<file path="config.mk">
export PLATFORM = sky130hd
export DESIGN_NAME = addr_hash_filter
export DESIGN_NICKNAME = d
export VERILOG_FILES = /design/src/rtl/hf_pkg.sv /design/src/rtl/hf_crc_byte.sv /design/src/rtl/hf_regs.sv /design/src/rtl/hf_seq.sv /design/src/rtl/hf_lookup.sv /design/src/rtl/addr_hash_filter.sv
export SDC_FILE = /design/constraint.sdc
export NUM_CORES = 1
export LEC_CHECK = 0
export BUFFER_PORTS_ARGS = -buffer_cell sky130_fd_sc_hd__clkbuf_2
export CORE_MARGIN = 2
export CORE_UTILIZATION = 60
export DETAILED_ROUTE_END_ITERATION = 10
export HOLD_SLACK_MARGIN = 0.15
export PLACE_DENSITY = 0.82
export SYNTH_ARGS = -nofsm -noshare
export SYNTH_HDL_FRONTEND = slang
export SYNTH_HIERARCHICAL = 1
export SYNTH_SLANG_ARGS = --single-unit
export TNS_END_PERCENT = 20
</file>
<file path="constraint.sdc">
create_clock -name clk -period 9.95 [get_ports clk]
set_input_delay 1.99 -clock clk [delete_from_list [all_inputs] [get_ports clk]]
set_output_delay 1.99 -clock clk [all_outputs]
set_load 0.1 [all_outputs]
</file>
<file path="src/rtl/hf_pkg.sv">
package hf_pkg;
  localparam logic [31:0] HF_CRC_POLY = 32'hEDB88320;
  localparam logic [31:0] HF_CRC_INIT = 32'hFFFFFFFF;
  localparam logic [15:0] HF_TYPE_TAG = 16'h8808;
  // word-select codes of the register port
  localparam int HF_SEL_STN_HI   = 0;
  localparam int HF_SEL_STN_LO   = 1;
  localparam int HF_SEL_TBL_BASE = 2;  // highest table word first
endpackage

</file>
<file path="src/rtl/hf_crc_byte.sv">
module hf_crc_byte #(
  parameter int CRC_W  = 32,
  parameter int DATA_W = 8,
  parameter logic [CRC_W-1:0] POLY = hf_pkg::HF_CRC_POLY
) (
  input  logic [CRC_W-1:0]  crc_in,
  input  logic [DATA_W-1:0] data_in,
  output logic [CRC_W-1:0]  crc_out
);
  logic [CRC_W-1:0] acc;

  // reflected shift register, least significant data bit first
  always_comb begin
    acc = crc_in;
    for (int i = 0; i < DATA_W; i++) begin
      if (acc[0] ^ data_in[i]) acc = (acc >> 1) ^ POLY;
      else                     acc = acc >> 1;
    end
    crc_out = acc;
  end
endmodule

</file>
<file path="src/rtl/hf_regs.sv">
module hf_regs #(
  parameter int REG_W = 32,
  parameter int N_TBL = 2,
  parameter int SEL_W = 2,
  parameter int TAG_W = 16,
  parameter logic [TAG_W-1:0] TAG = hf_pkg::HF_TYPE_TAG
) (
  input  logic                         clk,
  input  logic                         rst,
  input  logic                         wr_en,
  input  logic [SEL_W-1:0]             wr_sel,
  input  logic [REG_W-1:0]             wr_data,
  input  logic [SEL_W-1:0]             rd_sel,
  output logic [REG_W-1:0]             rd_data,
  output logic [REG_W-1:0]             stn_hi,
  output logic [REG_W-TAG_W-1:0]       stn_lo,
  output logic [N_TBL-1:0][REG_W-1:0]  tbl
);
  import hf_pkg::*;

  localparam int LO_W = REG_W - TAG_W;

  logic [REG_W-1:0] stn_hi_q;
  logic [LO_W-1:0]  stn_lo_q;
  logic [REG_W-1:0] rd_mux;

  always_ff @(posedge clk) begin
    if (rst) begin
      stn_hi_q <= '0;
      stn_lo_q <= '0;
    end else if (wr_en) begin
      if (wr_sel == SEL_W'(HF_SEL_STN_HI)) stn_hi_q <= wr_data;
      if (wr_sel == SEL_W'(HF_SEL_STN_LO)) stn_lo_q <= wr_data[REG_W-1:TAG_W];
    end
  end

  assign stn_hi = stn_hi_q;
  assign stn_lo = stn_lo_q;

  generate
    for (genvar w = 0; w < N_TBL; w++) begin : g_tbl
      localparam int CODE = HF_SEL_TBL_BASE + (N_TBL - 1 - w);
      logic [REG_W-1:0] word_q;
      always_ff @(posedge clk) begin
        if (rst)                                   word_q <= '0;
        else if (wr_en && wr_sel == SEL_W'(CODE))  word_q <= wr_data;
      end
      assign tbl[w] = word_q;
    end
  endgenerate

  always_comb begin
    rd_mux = '0;
    if (rd_sel == SEL_W'(HF_SEL_STN_HI)) rd_mux = stn_hi_q;
    if (rd_sel == SEL_W'(HF_SEL_STN_LO)) rd_mux = {stn_lo_q, TAG};
    for (int w = 0; w < N_TBL; w++) begin
      if (rd_sel == SEL_W'(HF_SEL_TBL_BASE + N_TBL - 1 - w)) rd_mux = tbl[w];
    end
  end

  always_ff @(posedge clk) begin
    if (rst) rd_data <= '0;
    else     rd_data <= rd_mux;
  end
endmodule

</file>
<file path="src/rtl/hf_seq.sv">
module hf_seq #(
  parameter int ADDR_BYTES = 6,
  parameter int CRC_W      = 32,
  parameter logic [CRC_W-1:0] POLY = hf_pkg::HF_CRC_POLY,
  parameter logic [CRC_W-1:0] INIT = hf_pkg::HF_CRC_INIT
) (
  input  logic                      clk,
  input  logic                      rst,
  input  logic                      sof,
  input  logic                      byte_valid,
  input  logic [7:0]                byte_data,
  output logic                      last_take,
  output logic [CRC_W-1:0]          crc_fin,
  output logic [8*ADDR_BYTES-1:0]   addr_fin
);
  localparam int CNT_W  = $clog2(ADDR_BYTES + 1);
  localparam int ADDR_W = 8 * ADDR_BYTES;

  logic [CNT_W-1:0]  cnt_q, base_cnt;
  logic [CRC_W-1:0]  crc_q, base_crc, crc_nx;
  logic [ADDR_W-1:0] addr_q, base_addr;
  logic              take;

  // a start pulse re-arms in the same cycle, so a byte beside it is byte 0
  always_comb begin
    base_cnt  = sof ? '0   : cnt_q;
    base_crc  = sof ? INIT : crc_q;
    base_addr = sof ? '0   : addr_q;
    take      = byte_valid && (base_cnt < CNT_W'(ADDR_BYTES));
    last_take = take && (base_cnt == CNT_W'(ADDR_BYTES - 1));
  end

  hf_crc_byte #(.CRC_W(CRC_W), .DATA_W(8), .POLY(POLY)) u_crc (
    .crc_in  (base_crc),
    .data_in (byte_data),
    .crc_out (crc_nx)
  );

  assign crc_fin  = crc_nx;
  assign addr_fin = {base_addr[ADDR_W-9:0], byte_data};

  always_ff @(posedge clk) begin
    if (rst) begin
      cnt_q  <= CNT_W'(ADDR_BYTES);   // disarmed until the first start pulse
      crc_q  <= INIT;
      addr_q <= '0;
    end else begin
      cnt_q  <= take ? base_cnt + 1'b1 : base_cnt;
      crc_q  <= take ? crc_nx   : base_crc;
      addr_q <= take ? addr_fin : base_addr;
    end
  end
endmodule

</file>
<file path="src/rtl/hf_lookup.sv">
module hf_lookup #(
  parameter int CRC_W = 32,
  parameter int IDX_W = 6,
  parameter int REG_W = 32,
  parameter int N_TBL = 2
) (
  input  logic [CRC_W-1:0]             crc,
  input  logic [N_TBL-1:0][REG_W-1:0]  tbl,
  output logic [IDX_W-1:0]             idx,
  output logic                         bit_set
);
  localparam int TBL_BITS = N_TBL * REG_W;

  logic [TBL_BITS-1:0] flat;

  // upper word occupies the upper index range
  assign flat    = tbl;
  assign idx     = crc[CRC_W-1 -: IDX_W];
  assign bit_set = flat[idx];
endmodule

</file>
<file path="src/rtl/addr_hash_filter.sv">
module addr_hash_filter #(
  parameter int ADDR_BYTES = 6,
  parameter int REG_W      = 32,
  parameter int IDX_W      = 6,
  parameter int CRC_W      = 32,
  parameter int TAG_W      = 16,
  localparam int N_TBL     = (1 << IDX_W) / REG_W,
  localparam int SEL_W     = $clog2(hf_pkg::HF_SEL_TBL_BASE + N_TBL)
) (
  input  logic              clk,
  input  logic              rst,
  input  logic              cfg_wr_en,
  input  logic [SEL_W-1:0]  cfg_wr_sel,
  input  logic [REG_W-1:0]  cfg_wr_data,
  input  logic [SEL_W-1:0]  cfg_rd_sel,
  output logic [REG_W-1:0]  cfg_rd_data,
  input  logic              rx_sof,
  input  logic              rx_byte_valid,
  input  logic [7:0]        rx_byte,
  output logic              res_valid,
  output logic              res_hit,
  output logic              res_exact,
  output logic              res_hash,
  output logic [IDX_W-1:0]  res_index
);
  localparam int ADDR_W = 8 * ADDR_BYTES;

  logic [REG_W-1:0]            stn_hi;
  logic [REG_W-TAG_W-1:0]      stn_lo;
  logic [N_TBL-1:0][REG_W-1:0] tbl;
  logic                        last_take;
  logic [CRC_W-1:0]            crc_fin;
  logic [ADDR_W-1:0]           addr_fin;
  logic [IDX_W-1:0]            idx_c;
  logic                        hash_c, exact_c;

  hf_regs #(.REG_W(REG_W), .N_TBL(N_TBL), .SEL_W(SEL_W), .TAG_W(TAG_W)) u_regs (
    .clk     (clk),
    .rst     (rst),
    .wr_en   (cfg_wr_en),
    .wr_sel  (cfg_wr_sel),
    .wr_data (cfg_wr_data),
    .rd_sel  (cfg_rd_sel),
    .rd_data (cfg_rd_data),
    .stn_hi  (stn_hi),
    .stn_lo  (stn_lo),
    .tbl     (tbl)
  );

  hf_seq #(.ADDR_BYTES(ADDR_BYTES), .CRC_W(CRC_W)) u_seq (
    .clk        (clk),
    .rst        (rst),
    .sof        (rx_sof),
    .byte_valid (rx_byte_valid),
    .byte_data  (rx_byte),
    .last_take  (last_take),
    .crc_fin    (crc_fin),
    .addr_fin   (addr_fin)
  );

  hf_lookup #(.CRC_W(CRC_W), .IDX_W(IDX_W), .REG_W(REG_W), .N_TBL(N_TBL)) u_lookup (
    .crc     (crc_fin),
    .tbl     (tbl),
    .idx     (idx_c),
    .bit_set (hash_c)
  );

  assign exact_c = (addr_fin == ADDR_W'({stn_hi, stn_lo}));

  always_ff @(posedge clk) begin
    if (rst) begin
      res_valid <= 1'b0;
      res_hit   <= 1'b0;
      res_exact <= 1'b0;
      res_hash  <= 1'b0;
      res_index <= '0;
    end else begin
      res_valid <= last_take;
      if (last_take) begin
        res_hit   <= exact_c | hash_c;
        res_exact <= exact_c;
        res_hash  <= hash_c;
        res_index <= idx_c;
      end
    end
  end
endmodule

</file>
Word-level counts from Yosys, hierarchy flattened
Cells that the tools add are included.

operators by class
  muxes and demuxes = 20
  bitwise logic cells = 17
  add/subtract/negate cells = 1
  eq/ne operators = 8
  order comparisons = 2
  reduce and logical (&&, ||, !) cells = 8

operators by type and width
  operator                                                               count
  32-bit two-way mux                                                     14
  13-bit inverter with 14-bit output                                     8
  40-bit two-way mux                                                     2
  48-bit == test                                                         1
  2-bit == test (second input constant)                                  4
  1-bit bitwise XOR                                                      8
  6-bit by 7-bit < comparator with 1-bit output (second input constant)  1
  1-bit binary-select mux with 6-bit select                              1
  3-bit two-way mux                                                      2
  2-bit by 1-bit == test with 1-bit output (second input constant)       2
  1-bit logical AND                                                      4
  2-bit zero test                                                        2
  2-bit AND reduction                                                    2
  3-bit by 1-bit adder with 3-bit output (second input constant)         1
  3-bit == test (second input constant)                                  1
  3-bit < comparator (second input constant)                             1
  1-bit two-way mux                                                      1
  1-bit OR                                                               1

storage, ports and cells
  bits of input ports = 49
  word-level logic and storage cells = 69
  register bits after elaboration = 229

Longest topological paths before layout
  depth in word-level cells = 20
  mapped depth = 15
  mapped depth without buffers = 11

Cells and area by module
Netlist, hierarchy kept.

by module, submodules not included
  module            cells an instance  area an instance (µm²)  times used  seq. area each (µm²)
  hf_regs           533                5864.4                  1           2882.8
  hf_seq            355                3098.0                  1           1501.4
  hf_crc_byte       66                 983.4                   1           0.0
  addr_hash_filter  101                904.6                   1           200.2
  hf_lookup         68                 645.6                   1           0.0

Least setup slack after synthesis
OpenSTA, ideal clock, no wires.

  path kind = input to register
  from = input rx_sof
  to = register res_hit
  data arrival time = 5.123 ns
  setup slack = 4.702 ns
  cell stages on the path = 14
  required time = 9.825 ns
  cell sequence = clkbuf_1 > clkbuf_1 > or2_2 > xnor2_2 > xnor3_1 > xnor3_1 > buf_6 > mux4_2 > o2111ai_1 > nand3_1 > a211oi_2 > a211oi_2 > mux2i_1 > o21ai_0

RTL lines
  item                                                 line                    text
  start: declaration                                   addr_hash_filter.sv:17  input logic rx_sof,
  32-bit two-way mux *                                 hf_seq.sv:27            base_crc = sof ? INIT : crc_q;
  named net u_seq.base_crc[7]                          hf_seq.sv:20            logic [CRC_W-1:0] crc_q, base_crc, crc_nx;
  32-bit two-way mux *                                 hf_crc_byte.sv:16       if (acc[0] ^ data_in[i]) acc = (acc >> 1) ^ POLY;
  13-bit inverter with 14-bit output (no source line)  -
  32-bit two-way mux * (6 in series)                   hf_crc_byte.sv:16
  1-bit bitwise XOR *                                  hf_crc_byte.sv:16
  32-bit two-way mux *                                 hf_crc_byte.sv:16
  named net crc_fin[26]                                addr_hash_filter.sv:32  logic [CRC_W-1:0] crc_fin;
  1-bit binary-select mux with 6-bit select *          hf_lookup.sv:19         assign bit_set = flat[idx];
  1-bit two-way mux (not written as such) *            hf_lookup.sv:19
  named net hash_c                                     addr_hash_filter.sv:35  logic hash_c, exact_c;
  1-bit OR *                                           addr_hash_filter.sv:80  res_hit <= exact_c | hash_c;
  end signal: assignment                               addr_hash_filter.sv:80
  end: declaration                                     addr_hash_filter.sv:21  output logic res_hit,

Mark *: on every way through the listed nets, which the timed path passes. The rest lies on a longest branch. The select of a mux whose other input is x is not followed.
A chain may end at the register's enable or synchronous reset.

Worst setup path after layout
  from = input rx_sof
  to = register res_hit

RTL lines
  item                                       line
  32-bit two-way mux                         hf_seq.sv:27
  named net u_seq.base_crc[1]                hf_seq.sv:20
  32-bit two-way mux                         hf_crc_byte.sv:16
  1-bit bitwise XOR                          hf_crc_byte.sv:16
  32-bit two-way mux (6 in series)           hf_crc_byte.sv:16
  1-bit bitwise XOR                          hf_crc_byte.sv:16
  32-bit two-way mux                         hf_crc_byte.sv:16
  named net crc_fin[26]                      addr_hash_filter.sv:32
  1-bit binary-select mux with 6-bit select  hf_lookup.sv:19
  1-bit two-way mux (not written as such)    hf_lookup.sv:19
  named net hash_c                           addr_hash_filter.sv:35
  1-bit OR                                   addr_hash_filter.sv:80

The timed path passes the listed nets, and every way through them passes these cells. The select of a mux whose other input is x is not followed.

==> key figures <==
Synthesis
  • Synth area leader: dfxtp_1
  • Synth top area share: 0.399
  • Synth cell types: 58
  • Syn Nets: 1172
  • Synth Area in Compound Gates: 0.0793
  • Largest cells by area after synthesis: dfxtp_1, mux2i_1, nand2b_1, xnor2_1, xnor3_1
  • Ys async rst share: 0
  • Top_reg_cell synth: dfxtp_1
  • Mapped Area: 11500 sq um
  • Post-synthesis sequential area ratio: 0.399
  • Mux cell area share after synthesis: 0.175
  • Synthesized flop and latch total: 229
  • XOR/XNOR Fraction of Synth Area: 0.119
  • Post-synthesis adder-cell area fraction: 0
  • Mapped Cells: 1123
  • Post-synth EDFFs: 0
  • Yosys warns: 6
  • Largest family of logic cells by synthesized area: simple AND/OR/NAND/NOR gates
  • Syn avg cell area: 10.2 sq um
  • Synth Area in Simple Gates: 0.180

Route
  • Met3 Wirelength: approximately 1900 microns
  • WL/cell: 20.8 microns
  • Top Layer Used: met4
  • Vias: roughly 8300
  • DR vias/cell: 5.91
  • Total iterations of the first detailed-routing run: 6
  • DRC Markers: 0
  • WL met1: 13200 microns
  • Antenna Violating Nets Remaining: 0
  • DR WL met2: 13200 microns
  • Detailed Route WL: 29300 microns
  • DRT iter0 DRCs: 670

Final layout
  • FF+latch area: 4580 sq um
  • Design Area, Final: 12700 sq um
  • N_diodes: 0
  • Commonest non-fill, non-tap cell in the layout: dfxtp_1
  • Multi-input combinational cell area: about 6400 sq um
  • Nets@finish: ~1200
  • Area Growth Syn to Fin: 10.2%
  • Commonest cells after routing, fill and taps aside: dfxtp_1, mux2i_1, nand2b_1
  • Fill cells: 1431
  • Share of cells above drive strength 1: 0.179

Worst hold path
  • Cell count of the worst hold path: 2
  • Class of the most critical hold timing path: flop to flop
  • Worst Hold End: u_seq/addr_q[14]
  • Hold path start: u_seq/addr_q[6]

Clock tree
  • Hold Buf Count CTS: 0
  • Post-CTS setup buffers: 0
  • Depth of the CTS H-tree: 1
  • Clock root buffer: clkbuf_16
  • Cts bufs inserted: 24
  • Clk buf depth: 3
  • Clk Latency, worst-skew pair: between 0.5 and 0.6 ns
  • CTS resizes: 0
  • CTS clock-pin slew for the worst setup and hold paths: 0.06 ns
  • CTS Sinks: 229
  • CTS tree: done

Die
  • FP Rows: 50
  • Initial cell density of the core: 0.613
  • Die area: 20300 sq um
  • Die height: 142 microns
  • # IOs: 91
  • Die Wd: 142 microns
  • Core region area: approximately 19000 sq um

Timing
  • Final Setup Violations: 0
  • Hold violation count in the final report: 0
  • Max-slew violations: 0
  • Slew headroom: 0.139
  • RSZ-0062 raised after global routing: false
  • Setup_tns: 0 ns
  • Min cycle time layout: 5.51 ns
  • Worst slew pin tran: 1.29 ns
  • Fin Clk Skew: 0.0115 ns
  • Final worst path period share: 0.553
  • F_max: 182 MHz

Global routing
  • Total grt overflow: 0
  • First-pass GRT wire length: 45700 microns
  • Initial antenna violation count: 0
  • Vias in the first global route: 8162
  • Largest net degree at the start of global routing: 111
  • Tot GR Track Use: 0.289

Power and ir drop
  • Clock network power share: 0.367
  • Flop pwr share: 0.401
  • Power, Total: ~2.5 mW
  • Pint: 1.76 mW
  • Logic pwr share: 0.232
  • Pwr/cell area: 195 nW/um^2
  • NetSw: just over 0.7 mW
  • Leakage power: 5.18 nW
  • Switching part of the total: 0.288
  • VDD IR max: 137 uV

Job
  • Max_cap viols: 0

Setup path
  • Startpoint types: primary input
  • Kind of cell adding the most delay to the critical path: XOR/XNOR gates
  • CP Cell Sequence: clkbuf_2, buf_4, or2_2, xnor2_4, xnor3_1, xnor3_1, buf_4, mux4_1, o2111ai_1, nand3_1, a211oi_2, a211oi_2, mux2i_1, o21ai_0
  • Largest stage delay on the critical path: 0.63 ns
  • Slowest cell on crit path: mux4_1
  • Flop-to-flop setup slack: between 6 and 7 ns
  • CP max FO: 78
  • Crit end category: flop
  • R2r worst-path depth: 12
  • Buffers & Inverters on Critical Path: 3
  • Req. time, crit path: 10.33 ns
  • R2R Path End: res_hit
  • Setup CP Type: primary input to flop
  • R2r startpoint: u_seq/crc_q[1]
  • Arrival time at the worst endpoint: 5.89 ns

Outcome
  • Status: finished, final reports clean

Place
  • Post-DP HPWL: 20400 microns
  • Placed cell areas: 11900 sq um
  • Placer Congestion: 0.948
  • Number of buffers added on ports: 90
==> worst max-delay path by stage <==
stage	from	endpoint	slack (ns)	depth (start not counted)
2_1_floorplan	rx_sof	res_hit	4.70	14
3_3_place_gp	rx_sof	res_hit	4.08	14
3_5_place_dp	rx_sof	res_hit	3.97	14
4_1_cts	rx_sof	res_hit	4.50	14
5_1_grt	rx_sof	res_hash	4.28	14
6_report	rx_sof	res_hit	4.44	14
==> worst register-to-register path, delay by kind of cell (launching register included) <==
kind / cells / cell delay, ns
xor+xnor: 3 / 1.12
mux: 2 / 0.78
compound gates: 4 / 0.68
simple gates: 2 / 0.44
buf+inv: 1 / 0.33
flops: 1 / 0.29
==> layer usage <==
layer | track usage | vias to the layer above
met5 | 0 | -
met4 | 0.105 | 0
met3 | 0.0397 | 79
met2 | 0.452 | 321
met1 | 0.412 | 4023
li1 | - | 3914
==> layout make-up <==
class | instances | share of cell area
clock inverter | 8 | 0.00533
tap | 234 | 0.0231
clock buffer | 35 | 0.0579
multi-input combinational | 789 | 0.505
timing repair buffer | 103 | 0.0434
sequential | 229 | 0.362
inverter | 12 | 0.00355
==> power groups by stage <==
stage / clock network (mW) / logic (mW) / registers, mW
global placement: 0 / 0.558 / 1.01
CTS: 0.906 / 0.570 / 0.989
global route: 0.938 / 0.611 / 0.993
floorplan: 0 / 0.463 / 1.02
finish: 0.905 / 0.573 / 0.990
detailed placement: 0 / 0.568 / 1.01
==> state kept, by name, indices dropped and copies added (netlist names) <==
signal / cells
res_hash: 1
u_regs/stn_hi: 32
res_valid: 1
res_exact: 1
u_seq/addr_q: 40
u_regs/stn_lo: 16
u_seq/cnt_q: 3
res_index: 6
res_hit: 1
u_regs/rd_data: 32
u_regs/g_tbl.word_q: 64
u_seq/crc_q: 32
==> kinds of logic (layout without fill, tap and decap cells) <==
logic type             after synthesis  count (layout)
buffers and inverters              105             158
AO/OA/AOI/OAI                      127             127
flip-flops                         229             229
AND/OR/NAND/NOR                    366             366
multiplexers                       186             186
XOR/XNOR                           110             110
==> synth_stat cells (12+ instances only) <==
cell type / number
nand2b_1: 149
xnor3_1: 18
nor2_1: 14
buf_4: 17
dfxtp_1: 229
buf_2: 23
xnor2_1: 70
nor2b_1: 43
nand2_1: 78
clkbuf_1: 44
or2_2: 33
mux2i_1: 173
o22a_1: 32
a21oi_1: 33
o22ai_1: 29
inv_1: 12
==> through the flow <==
step                      utilization  instances  hold WS (ns)  worst slack (ns)
after floorplan                     -       1123         0.427              4.70
after global placement          0.633       1367         0.436              4.08
after detailed placement        0.633       1367         0.442              3.97
after CTS                       0.675       1410         0.450              4.50
after global routing            0.675       1410         0.467              4.28
final                           0.675       1410         0.450              4.44
Power figures use the tool's default switching activity.
